<file path="config.mk">
export PLATFORM = sky130hd
export DESIGN_NAME = bundle_commit_tracker
export DESIGN_NICKNAME = d
export VERILOG_FILES = /design/src/rtl/bct_pkg.sv /design/src/rtl/bct_ring_ctrl.sv /design/src/rtl/bct_done_decode.sv /design/src/rtl/bct_group_store.sv /design/src/rtl/bundle_commit_tracker.sv
export SDC_FILE = /design/constraint.sdc
export NUM_CORES = 1
export LEC_CHECK = 0
export BUFFER_PORTS_ARGS = -buffer_cell sky130_fd_sc_hd__buf_4
export CELL_PAD_IN_SITES_DETAIL_PLACEMENT = 0
export CELL_PAD_IN_SITES_GLOBAL_PLACEMENT = 2
export CORE_ASPECT_RATIO = 1.4
export CORE_MARGIN = 2
export CORE_UTILIZATION = 45
export CTS_CLUSTER_DIAMETER = 100
export DETAILED_ROUTE_END_ITERATION = 7
export MAX_ROUTING_LAYER = met4
export PLACE_DENSITY_LB_ADDON = 0.15
export SKIP_LAST_GASP = 1
export SYNTH_ARGS = -nofsm -noshare
export SYNTH_HDL_FRONTEND = slang
export SYNTH_HIERARCHICAL = 1
export SYNTH_SLANG_ARGS = --single-unit
export TNS_END_PERCENT = 30
</file>
<file path="constraint.sdc">
create_clock -name clk -period 11.1 [get_ports clk]
set_input_delay 2.22 -clock clk [delete_from_list [all_inputs] [get_ports clk]]
set_output_delay 2.22 -clock clk [all_outputs]
set_load 0.005 [all_outputs]
</file>
<file path="src/rtl/bct_pkg.sv">
package bct_pkg;

   typedef enum logic [1:0] {
      RING_HOLD   = 2'b00,
      RING_ALLOC  = 2'b01,
      RING_RETIRE = 2'b10,
      RING_SWAP   = 2'b11
   } ring_op_e;

   // Distance travelled from index 'from' to index 'to' around a ring of 'depth'.
   function automatic int unsigned ring_dist(input int unsigned from,
                                             input int unsigned to,
                                             input int unsigned depth);
      return (to >= from) ? (to - from) : (to + depth - from);
   endfunction

endpackage

</file>
<file path="src/rtl/bct_ring_ctrl.sv">
module bct_ring_ctrl
   import bct_pkg::*;
#(
   parameter int DEPTH = 20,
   parameter int TAG_W = 5,
   parameter int CNT_W = 5
) (
   input  logic             clk,
   input  logic             rst_n,
   input  logic             push,
   input  logic             pop,
   input  logic             flush_valid,
   input  logic [TAG_W-1:0] flush_tag,
   output logic [TAG_W-1:0] head,
   output logic [TAG_W-1:0] tail,
   output logic [CNT_W-1:0] count,
   output logic             full,
   output logic             empty,
   output logic [DEPTH-1:0] live
);

   logic [TAG_W-1:0] head_q, tail_q, head_d, tail_d;
   logic [CNT_W-1:0] count_q, count_d;
   logic [TAG_W-1:0] head_inc, tail_inc, flush_inc;
   logic [CNT_W-1:0] flush_age;
   logic             flush_hit;
   ring_op_e         op;

   // Pointer increment: free wrap for a power-of-two ring, explicit compare otherwise.
   generate
      if ((1 << TAG_W) == DEPTH) begin : g_pow2
         assign head_inc  = head_q + 1'b1;
         assign tail_inc  = tail_q + 1'b1;
         assign flush_inc = flush_tag + 1'b1;
      end else begin : g_wrap
         assign head_inc  = (head_q    == TAG_W'(DEPTH - 1)) ? '0 : head_q + 1'b1;
         assign tail_inc  = (tail_q    == TAG_W'(DEPTH - 1)) ? '0 : tail_q + 1'b1;
         assign flush_inc = (flush_tag == TAG_W'(DEPTH - 1)) ? '0 : flush_tag + 1'b1;
      end
   endgenerate

   assign flush_age = CNT_W'(ring_dist(int'(head_q), int'(flush_tag), DEPTH));
   assign flush_hit = flush_valid && (int'(flush_tag) < DEPTH) && (flush_age < count_q);

   // Occupancy of every entry follows from its distance to the head.
   generate
      for (genvar e = 0; e < DEPTH; e++) begin : g_live
         assign live[e] = CNT_W'(ring_dist(int'(head_q), e, DEPTH)) < count_q;
      end
   endgenerate

   always_comb begin
      op      = ring_op_e'({pop, push});
      head_d  = pop  ? head_inc : head_q;
      tail_d  = push ? tail_inc : tail_q;
      count_d = count_q;
      case (op)
         RING_ALLOC:  count_d = count_q + 1'b1;
         RING_RETIRE: count_d = count_q - 1'b1;
         default:     count_d = count_q;
      endcase
      if (flush_hit) begin
         tail_d  = flush_inc;
         count_d = flush_age + 1'b1 - CNT_W'(pop);
      end
   end

   always_ff @(posedge clk or negedge rst_n) begin
      if (!rst_n) begin
         head_q  <= '0;
         tail_q  <= '0;
         count_q <= '0;
      end else begin
         head_q  <= head_d;
         tail_q  <= tail_d;
         count_q <= count_d;
      end
   end

   assign head  = head_q;
   assign tail  = tail_q;
   assign count = count_q;
   assign full  = (count_q == CNT_W'(DEPTH));
   assign empty = (count_q == '0);

endmodule

</file>
<file path="src/rtl/bct_done_decode.sv">
module bct_done_decode #(
   parameter int DEPTH  = 20,
   parameter int SLOTS  = 5,
   parameter int NDONE  = 2,
   parameter int TAG_W  = 5,
   parameter int SLOT_W = 3
) (
   input  logic [NDONE-1:0]             done_valid,
   input  logic [NDONE*TAG_W-1:0]       done_tag,
   input  logic [NDONE*SLOT_W-1:0]      done_slot,
   input  logic [DEPTH-1:0]             live,
   output logic [DEPTH-1:0][SLOTS-1:0]  set_bits
);

   logic [NDONE-1:0][DEPTH-1:0][SLOTS-1:0] port_bits;

   // One sparse decode per report port; reports for idle entries fall away here.
   generate
      for (genvar p = 0; p < NDONE; p++) begin : g_port
         logic [TAG_W-1:0]  tag_p;
         logic [SLOT_W-1:0] slot_p;
         assign tag_p  = done_tag[p*TAG_W +: TAG_W];
         assign slot_p = done_slot[p*SLOT_W +: SLOT_W];
         for (genvar e = 0; e < DEPTH; e++) begin : g_ent
            for (genvar s = 0; s < SLOTS; s++) begin : g_slot
               assign port_bits[p][e][s] = done_valid[p] && live[e] &&
                                           (tag_p == TAG_W'(e)) &&
                                           (slot_p == SLOT_W'(s));
            end
         end
      end
   endgenerate

   always_comb begin
      set_bits = '0;
      for (int p = 0; p < NDONE; p++) begin
         set_bits = set_bits | port_bits[p];
      end
   end

endmodule

</file>
<file path="src/rtl/bct_group_store.sv">
module bct_group_store #(
   parameter int DEPTH = 20,
   parameter int SLOTS = 5,
   parameter int TAG_W = 5
) (
   input  logic                        clk,
   input  logic                        rst_n,
   input  logic                        alloc,
   input  logic [TAG_W-1:0]            alloc_idx,
   input  logic [SLOTS-1:0]            alloc_mask,
   input  logic [DEPTH-1:0][SLOTS-1:0] set_bits,
   input  logic [TAG_W-1:0]            head,
   output logic [SLOTS-1:0]            head_mask,
   output logic                        head_done
);

   logic [SLOTS-1:0] vmask_all [DEPTH];
   logic [SLOTS-1:0] done_all  [DEPTH];

   generate
      for (genvar e = 0; e < DEPTH; e++) begin : g_ent
         logic [SLOTS-1:0] vmask_r;
         logic [SLOTS-1:0] done_r;
         logic             hit;

         assign hit = alloc && (alloc_idx == TAG_W'(e));

         // A fresh allocation overrides any report aimed at the same entry.
         always_ff @(posedge clk or negedge rst_n) begin
            if (!rst_n) begin
               vmask_r <= '0;
               done_r  <= '1;
            end else if (hit) begin
               vmask_r <= alloc_mask;
               done_r  <= ~alloc_mask;
            end else begin
               done_r  <= done_r | set_bits[e];
            end
         end

         assign vmask_all[e] = vmask_r;
         assign done_all[e]  = done_r;
      end
   endgenerate

   assign head_mask = vmask_all[head];
   assign head_done = &done_all[head];

endmodule

</file>
<file path="src/rtl/bundle_commit_tracker.sv">
module bundle_commit_tracker #(
   parameter  int SLOTS  = 5,
   parameter  int DEPTH  = 20,
   parameter  int NDONE  = 2,
   localparam int TAG_W  = (DEPTH > 1) ? $clog2(DEPTH) : 1,
   localparam int SLOT_W = (SLOTS > 1) ? $clog2(SLOTS) : 1
) (
   input  logic                    clk,
   input  logic                    rst_n,
   input  logic                    disp_valid,
   input  logic [SLOTS-1:0]        disp_mask,
   output logic                    disp_ready,
   output logic [TAG_W-1:0]        disp_tag,
   input  logic [NDONE-1:0]        done_valid,
   input  logic [NDONE*TAG_W-1:0]  done_tag,
   input  logic [NDONE*SLOT_W-1:0] done_slot,
   input  logic                    flush_valid,
   input  logic [TAG_W-1:0]        flush_tag,
   output logic                    commit_valid,
   output logic [TAG_W-1:0]        commit_tag,
   output logic [SLOTS-1:0]        commit_mask
);

   localparam int CNT_W = $clog2(DEPTH + 1);

   generate
      if (SLOTS < 1 || SLOTS > 16) begin : g_bad_slots
         $error("bundle_commit_tracker: SLOTS out of range");
      end
      if (DEPTH < 2) begin : g_bad_depth
         $error("bundle_commit_tracker: DEPTH must be at least 2");
      end
      if (NDONE < 1) begin : g_bad_ports
         $error("bundle_commit_tracker: NDONE must be at least 1");
      end
   endgenerate

   logic [TAG_W-1:0]            ring_head, ring_tail;
   logic [CNT_W-1:0]            ring_count;
   logic                        ring_full, ring_empty;
   logic [DEPTH-1:0]            ring_live;
   logic [DEPTH-1:0][SLOTS-1:0] slot_set;
   logic [SLOTS-1:0]            head_mask;
   logic                        head_done;
   logic                        accept, retire;

   assign disp_ready = !ring_full && !flush_valid;
   assign accept     = disp_valid && disp_ready && (|disp_mask);
   assign retire     = !ring_empty && head_done;

   bct_ring_ctrl #(
      .DEPTH (DEPTH),
      .TAG_W (TAG_W),
      .CNT_W (CNT_W)
   ) u_ring (
      .clk         (clk),
      .rst_n       (rst_n),
      .push        (accept),
      .pop         (retire),
      .flush_valid (flush_valid),
      .flush_tag   (flush_tag),
      .head        (ring_head),
      .tail        (ring_tail),
      .count       (ring_count),
      .full        (ring_full),
      .empty       (ring_empty),
      .live        (ring_live)
   );

   bct_done_decode #(
      .DEPTH  (DEPTH),
      .SLOTS  (SLOTS),
      .NDONE  (NDONE),
      .TAG_W  (TAG_W),
      .SLOT_W (SLOT_W)
   ) u_decode (
      .done_valid (done_valid),
      .done_tag   (done_tag),
      .done_slot  (done_slot),
      .live       (ring_live),
      .set_bits   (slot_set)
   );

   bct_group_store #(
      .DEPTH (DEPTH),
      .SLOTS (SLOTS),
      .TAG_W (TAG_W)
   ) u_store (
      .clk        (clk),
      .rst_n      (rst_n),
      .alloc      (accept),
      .alloc_idx  (ring_tail),
      .alloc_mask (disp_mask),
      .set_bits   (slot_set),
      .head       (ring_head),
      .head_mask  (head_mask),
      .head_done  (head_done)
   );

   assign disp_tag     = ring_tail;
   assign commit_valid = retire;
   assign commit_tag   = ring_head;
   assign commit_mask  = head_mask;

endmodule

</file>
* After elaboration in Yosys (flattened, before gate mapping)
Cells that the tools add are included.
** Cells by class
- Add/sub/neg operators :: 50
- Order comparisons :: 44
- Equality and inequality tests :: 70
- Mux-type cells :: 54
- Bitwise operators :: 23
- Reductions and logical operators :: 319
** Operators by type and width (count)
- logical AND 1 bit :: 306
- two-way mux 5 bit :: 51
- equality test 5 x 4 -> 1 bit, second input constant :: 24
- less-than comparator 5 bit :: 21
- bitwise OR 100 bit :: 1
- bitwise OR 5 bit :: 20
- subtractor 5 bit, first input constant :: 16
- equality test 5 bit, second input constant :: 15
- equality test 5 x 3 -> 1 bit, second input constant :: 12
- binary-select mux 5 bit (select 5 bit) :: 2
- greater-or-equal comparator 4 x 5 -> 1 bit, first input constant :: 8
- subtractor 3 x 5 -> 5 bit, first input constant :: 8
- subtractor 4 x 5 -> 5 bit, first input constant :: 8
- equality test 5 x 2 -> 1 bit, second input constant :: 6
- adder 5 x 1 -> 5 bit, second input constant :: 5
- greater-or-equal comparator 3 x 5 -> 1 bit, first input constant :: 4
- greater-or-equal comparator 5 bit, first input constant :: 4
- zero test 5 bit :: 4
- subtractor 1 x 5 -> 5 bit, first input constant :: 4
- subtractor 2 x 5 -> 5 bit, first input constant :: 4
- equality test 5 x 1 -> 1 bit, second input constant :: 3
- equality test 3 x 2 -> 1 bit, second input constant :: 4
- greater-or-equal comparator 1 x 5 -> 1 bit, first input constant :: 2
- greater-or-equal comparator 2 x 5 -> 1 bit, first input constant :: 2
- 20 further kinds :: 26
** Word-level totals
- Register bits :: 215
- Input bits :: 32
- Output and inout port bits :: 17
- Word-level logic and storage cells :: 603

* Longest topological paths before layout
- Depth after elaboration :: 9
- Mapped depth :: 18
- Gate-level depth less buffers :: 16

* Modules after synthesis
The synthesis kept the hierarchy.
** By module, submodules not included
- bct_group_store :: times used 1, cells an instance 715, area each 9103.7 sq um, sequential area each 5129.9 sq um
- bct_ring_ctrl :: times used 1, cells an instance 554, area each 4476.8 sq um, sequential area each 375.4 sq um
- bct_done_decode :: times used 1, cells an instance 243, area each 1436.4 sq um, sequential area each 0.0 sq um
- bundle_commit_tracker :: times used 1, cells an instance 4, area each 27.5 sq um, sequential area each 0.0 sq um

* Worst setup path after synthesis
No wires, ideal clock.
- Path type :: in2reg
- Start :: in disp_mask[0]
- End :: reg u_ring.count_q[4], in the netlist u_ring/count[4]
- Library setup time :: 0.094 ns
- Arrival time :: 4.602 ns
- Data required time :: 11.006 ns
- Slack :: 6.404 ns
- Stages on the path :: 12
- Buffers on the path :: 0
- Cell sequence :: or4_1 > o211a_1 > inv_1 > ha_1 > inv_1 > fa_1 > nor2b_2 > o21ai_1 > and3_1 > nor3_1 > xnor2_1 > a211oi_1
** Between the ends
- Longest elaborated chain between the ends :: 5
- Elaborated cells on any way between the ends :: 7
- Classes of those cells :: eq/ne: 2; mux: 2; reduce/logical: 3
** Ends and longest elaborated chain
- from (decl) :: line bundle_commit_tracker.sv:11 : input logic [SLOTS-1:0] disp_mask,
- OR reduction 5 bit * :: line bundle_commit_tracker.sv:48 : assign accept = disp_valid && disp_ready && (|disp_mask);
- logical AND 1 bit * :: line bundle_commit_tracker.sv:48
- named net accept :: line bundle_commit_tracker.sv:45 : logic accept, retire;
- equality test 2 bit / equality test 2 x 1 -> 1 bit (equally long branches) :: line bct_ring_ctrl.sv:57 : case (op)
- case mux 5 bit (2 select lines) :: line bct_ring_ctrl.sv:57
- two-way mux 5 bit :: line bct_ring_ctrl.sv:62 : if (flush_hit) begin
- to (signal assigned) :: line bct_ring_ctrl.sv:76 : count_q <= count_d;
- to (decl) :: line bct_ring_ctrl.sv:23 : logic [CNT_W-1:0] count_q, count_d;
The timed path passes the listed nets; every way through them passes the cells marked *.
A chain may end at the register's enable or synchronous reset.

* Worst setup path after layout
- Start :: reg u_ring.head_q[0], in the netlist u_ring/head[0]
- End :: out commit_valid
** Between the ends
- Longest elaborated chain between the ends :: 6
** Ends and longest elaborated chain
- from (decl) :: line bct_ring_ctrl.sv:22 : logic [TAG_W-1:0] head_q, tail_q, head_d, tail_d;
- from (signal assigned) :: line bct_ring_ctrl.sv:70 : head_q <= '0;
- from (signal assigned) :: line bct_ring_ctrl.sv:74 : head_q <= head_d;
- NOT 5 -> 6 bit (implied by the code) :: line bct_group_store.sv:47 : assign head_done = &done_all[head];
- binary-select mux 5 bit (select 5 bit) :: line bct_group_store.sv:47
- two-way mux 5 bit (implied by the code) (2 in series) :: line bct_group_store.sv:47
- AND reduction 5 bit :: line bct_group_store.sv:47
- named net head_done :: line bundle_commit_tracker.sv:44 : logic head_done;
- logical AND 1 bit :: line bundle_commit_tracker.sv:49 : assign retire = !ring_empty && head_done;
- to (decl) :: line bundle_commit_tracker.sv:19 : output logic commit_valid,
The timed path passes the listed nets, and every way through them passes these cells. The select of a mux whose other input is x is not followed.

==> flow_summary.yaml <==
outcome:
  status: "finished, final reports clean"
clock_network:
  cts_resized: 0
  cts_root_buf: "clkbuf_16"
  cts_tree: "built"
  clkLatencyLatePin_ns: 0.55
  cts_hold_buf: 0
  cts_max_path_buffers: 3
  clkTransAtPathRegs_ns: 0.07
  cts_buffers: 23
  postCtsSetupRepairBufs: 0
  cts.sinks: 215
  h-tree-depth: 1
synthesis:
  ys_ff_latch: 215
  yosysMostFrequentCell: "nand2_1"
  synth.top_cell.area_share: 0.191
  synth_top_cell_by_area: "dfrtp_1"
  syn_nets: 1657
  syn_avg_cell_area_um2: 9.92
  synth_edf_count: 0
  netlist_area_um2: 15000
  synth_cell_type_count: 83
  ys_top_cells_by_count: "nand2_1 (166), a21oi_1 (124), dfrtp_1 (115), ha_1 (104)"
  synth-async-reset-ratio: 1.00
  ys_top_cells_by_area: "dfrtp_1 (19%), dfstp_2 (17%), ha_1 (8.6%)"
  synthFlopType: "dfrtp_1"
  ys_warn_count: 6
  syn_inst: 1516
  yosysSeqAreaShare: 0.366
placed_design:
  dp_hpwl_mm: 32.5
  portBuffers: 48
  gp_congestion: 0.913
  dp.cells: 1937
  placed_area_um2: 15700
worst_hold_path:
  worstHoldStart: "u_store/g_ent[18].vmask_r[0]"
  min_path_cells: 1
  hold_path_end: "u_store/g_ent[18].vmask_r[0]"
  hold_class: "flop to flop"
worst_setup_path:
  worst_r2r_endpoint: "u_ring/count[4]"
  critical-path-max-stage-delay_ns: 0.70
  cp_max_fo: 47
  worstRegToRegCells: 16
  cp.arrival_ns: 4.12
  cp_num_buf_inv: 2
  worst_setup_path_start_kind: "flop"
  r2r_start: "u_ring/head[0]"
  required_ns: 8.88
  worstSetupEndpointType: "output pin"
  rrSetupSlack_ns: 5.93
  critPathKind: "flop to output pin"
  path_delay_family: "compound AO/OA/AOI/OAI gates"
  path_cells: "buf_4, nand4_1, o221ai_1, o21ai_0, o21a_1, o311ai_0, nor2b_1, buf_4"
  path_common_cell: "buf_4"
  crit_slowest_cell: "nor2b_1"
floorplanning:
  fp.dieH_um: 220
  coreArea_um2: 33100
  start_util: 0.454
  io_pins: 49
  die_x_um: 159
  die_area_um2: 34900
  row_count: 79
global_routing:
  grt.total_usage: 0.285
  grt_pass1_wl_mm: 73.0
  grt_overflow: 0
  grt_max_degree: 121
  antenna_found_initial: 0
  grt_pass1_vias: 12300
timing:
  fin_crit_ns: 6.34
  hold_viol: 0
  max_freq_mhz: 158
  tightest_slew_ns: 1.26
  setup_tns_ns: 0
  fin_hold_ws_ns: 0.502
  grt_setup_unrepaired: "no"
  setup_viol: 0
  slew_violations: 0
  skew_ns: 0.0248
  finalCritPeriodShare: 0.571
  relSlewSlack: 0.155
routing:
  ant_nets: 0
  finalWirelength_mm: 46.9
  wl_per_cell_um: 23.7
  routed_via_density: 6.02
  drt-initial-drc-count: 686
  vias: 11900
  drc_errors: 0
  drt_pass1_iterations: 5
final_layout:
  drive_gt1_frac: 0.246
  finalInstanceArea_um2: 16400
  fin_nets: 1658
  fin_util: 0.495
  fin_cells: 1979
  fillers: 3105
  area_growth_syn_to_layout_pct: 8.94
  antenna_cells: 0
flow_run:
  maxCapViolations: 0
pwr:
  p_per_area_nw_per_um2: 219
  p_leak_uw: 0.00711
  ir_drop_mv: 0.147
-- worst max path at each step --
stage                         startpoint               to  slack, ns  depth (start not counted)
after floorplan             disp_mask[0]  u_ring/count[4]       6.40                         12
after global placement    u_ring/head[0]     commit_valid       5.40                          8
after detailed placement  u_ring/head[0]     commit_valid       5.30                          8
after CTS                 u_ring/head[0]     commit_valid       4.72                          8
after global routing      u_ring/head[0]     commit_valid       4.48                          8
final                     u_ring/head[0]     commit_valid       4.76                          8
-- sequential cells by signal, indices dropped and copies added, names as in the netlist --
signal	count
u_ring/tail	5
u_ring/head	5
u_ring/count	5
u_store/g_ent.vmask_r	100
u_store/g_ent.done_r	100
-- cell usage in the layout (no fill, tap or decap), drive strengths merged, types with 51 or more instances in the layout --
master / Yosys / final
a21oi: 126 / 126
buf: 47 / 61
dfrtp: 115 / 115
dfstp: 100 / 100
ha: 104 / 104
mux2: 103 / 103
mux2i: 63 / 63
nand2: 169 / 169
nor2: 86 / 86
nor3: 67 / 67
o21ai: 51 / 51
o22ai: 102 / 102
-- kinds of logic after synthesis --
group | share of synthesized area
DFF | 0.366
AOI/OAI and AO/OA | 0.152
and+or+nand+nor | 0.161
muxes | 0.158
adders and majority gates | 0.0931
buffers and inverters | 0.0360
xor gates and xnor gates | 0.0338
-- metal layers --
metal  GRT usage  wire length, um
met2       0.505            24000
met3      0.0296             2110
met4       0.115             1940
met5           -                0
met1       0.329            18800
-- metrics by stage --
step           total power, uW  setup slack, ns
2_1_floorplan             2410             6.40
3_3_place_gp              2800             5.40
3_5_place_dp              2850             5.30
4_1_cts                   3620             4.72
5_1_grt                   3850             4.48
6_report                  3590             4.76
-- layout make-up --
class	instances	area, um^2	share of cell area
Multi-Input combinational cell	1182	9000	0.549
Sequential cell	215	5510	0.336
Clock buffer	32	639	0.0390
Tap cell	445	557	0.0340
Timing Repair Buffer	62	472	0.0288
Inverter	33	124	0.00756
Clock inverter	10	88.8	0.00542
-- power by group --
part	total [uW]	leakage [uW]	internal, uW	switching, uW
Combinational	1380	0.00418	645	731
Clock	755	0.000356	428	327
Sequential	1460	0.00257	1230	234
Note: power is estimated with default switching activity, not from simulation.
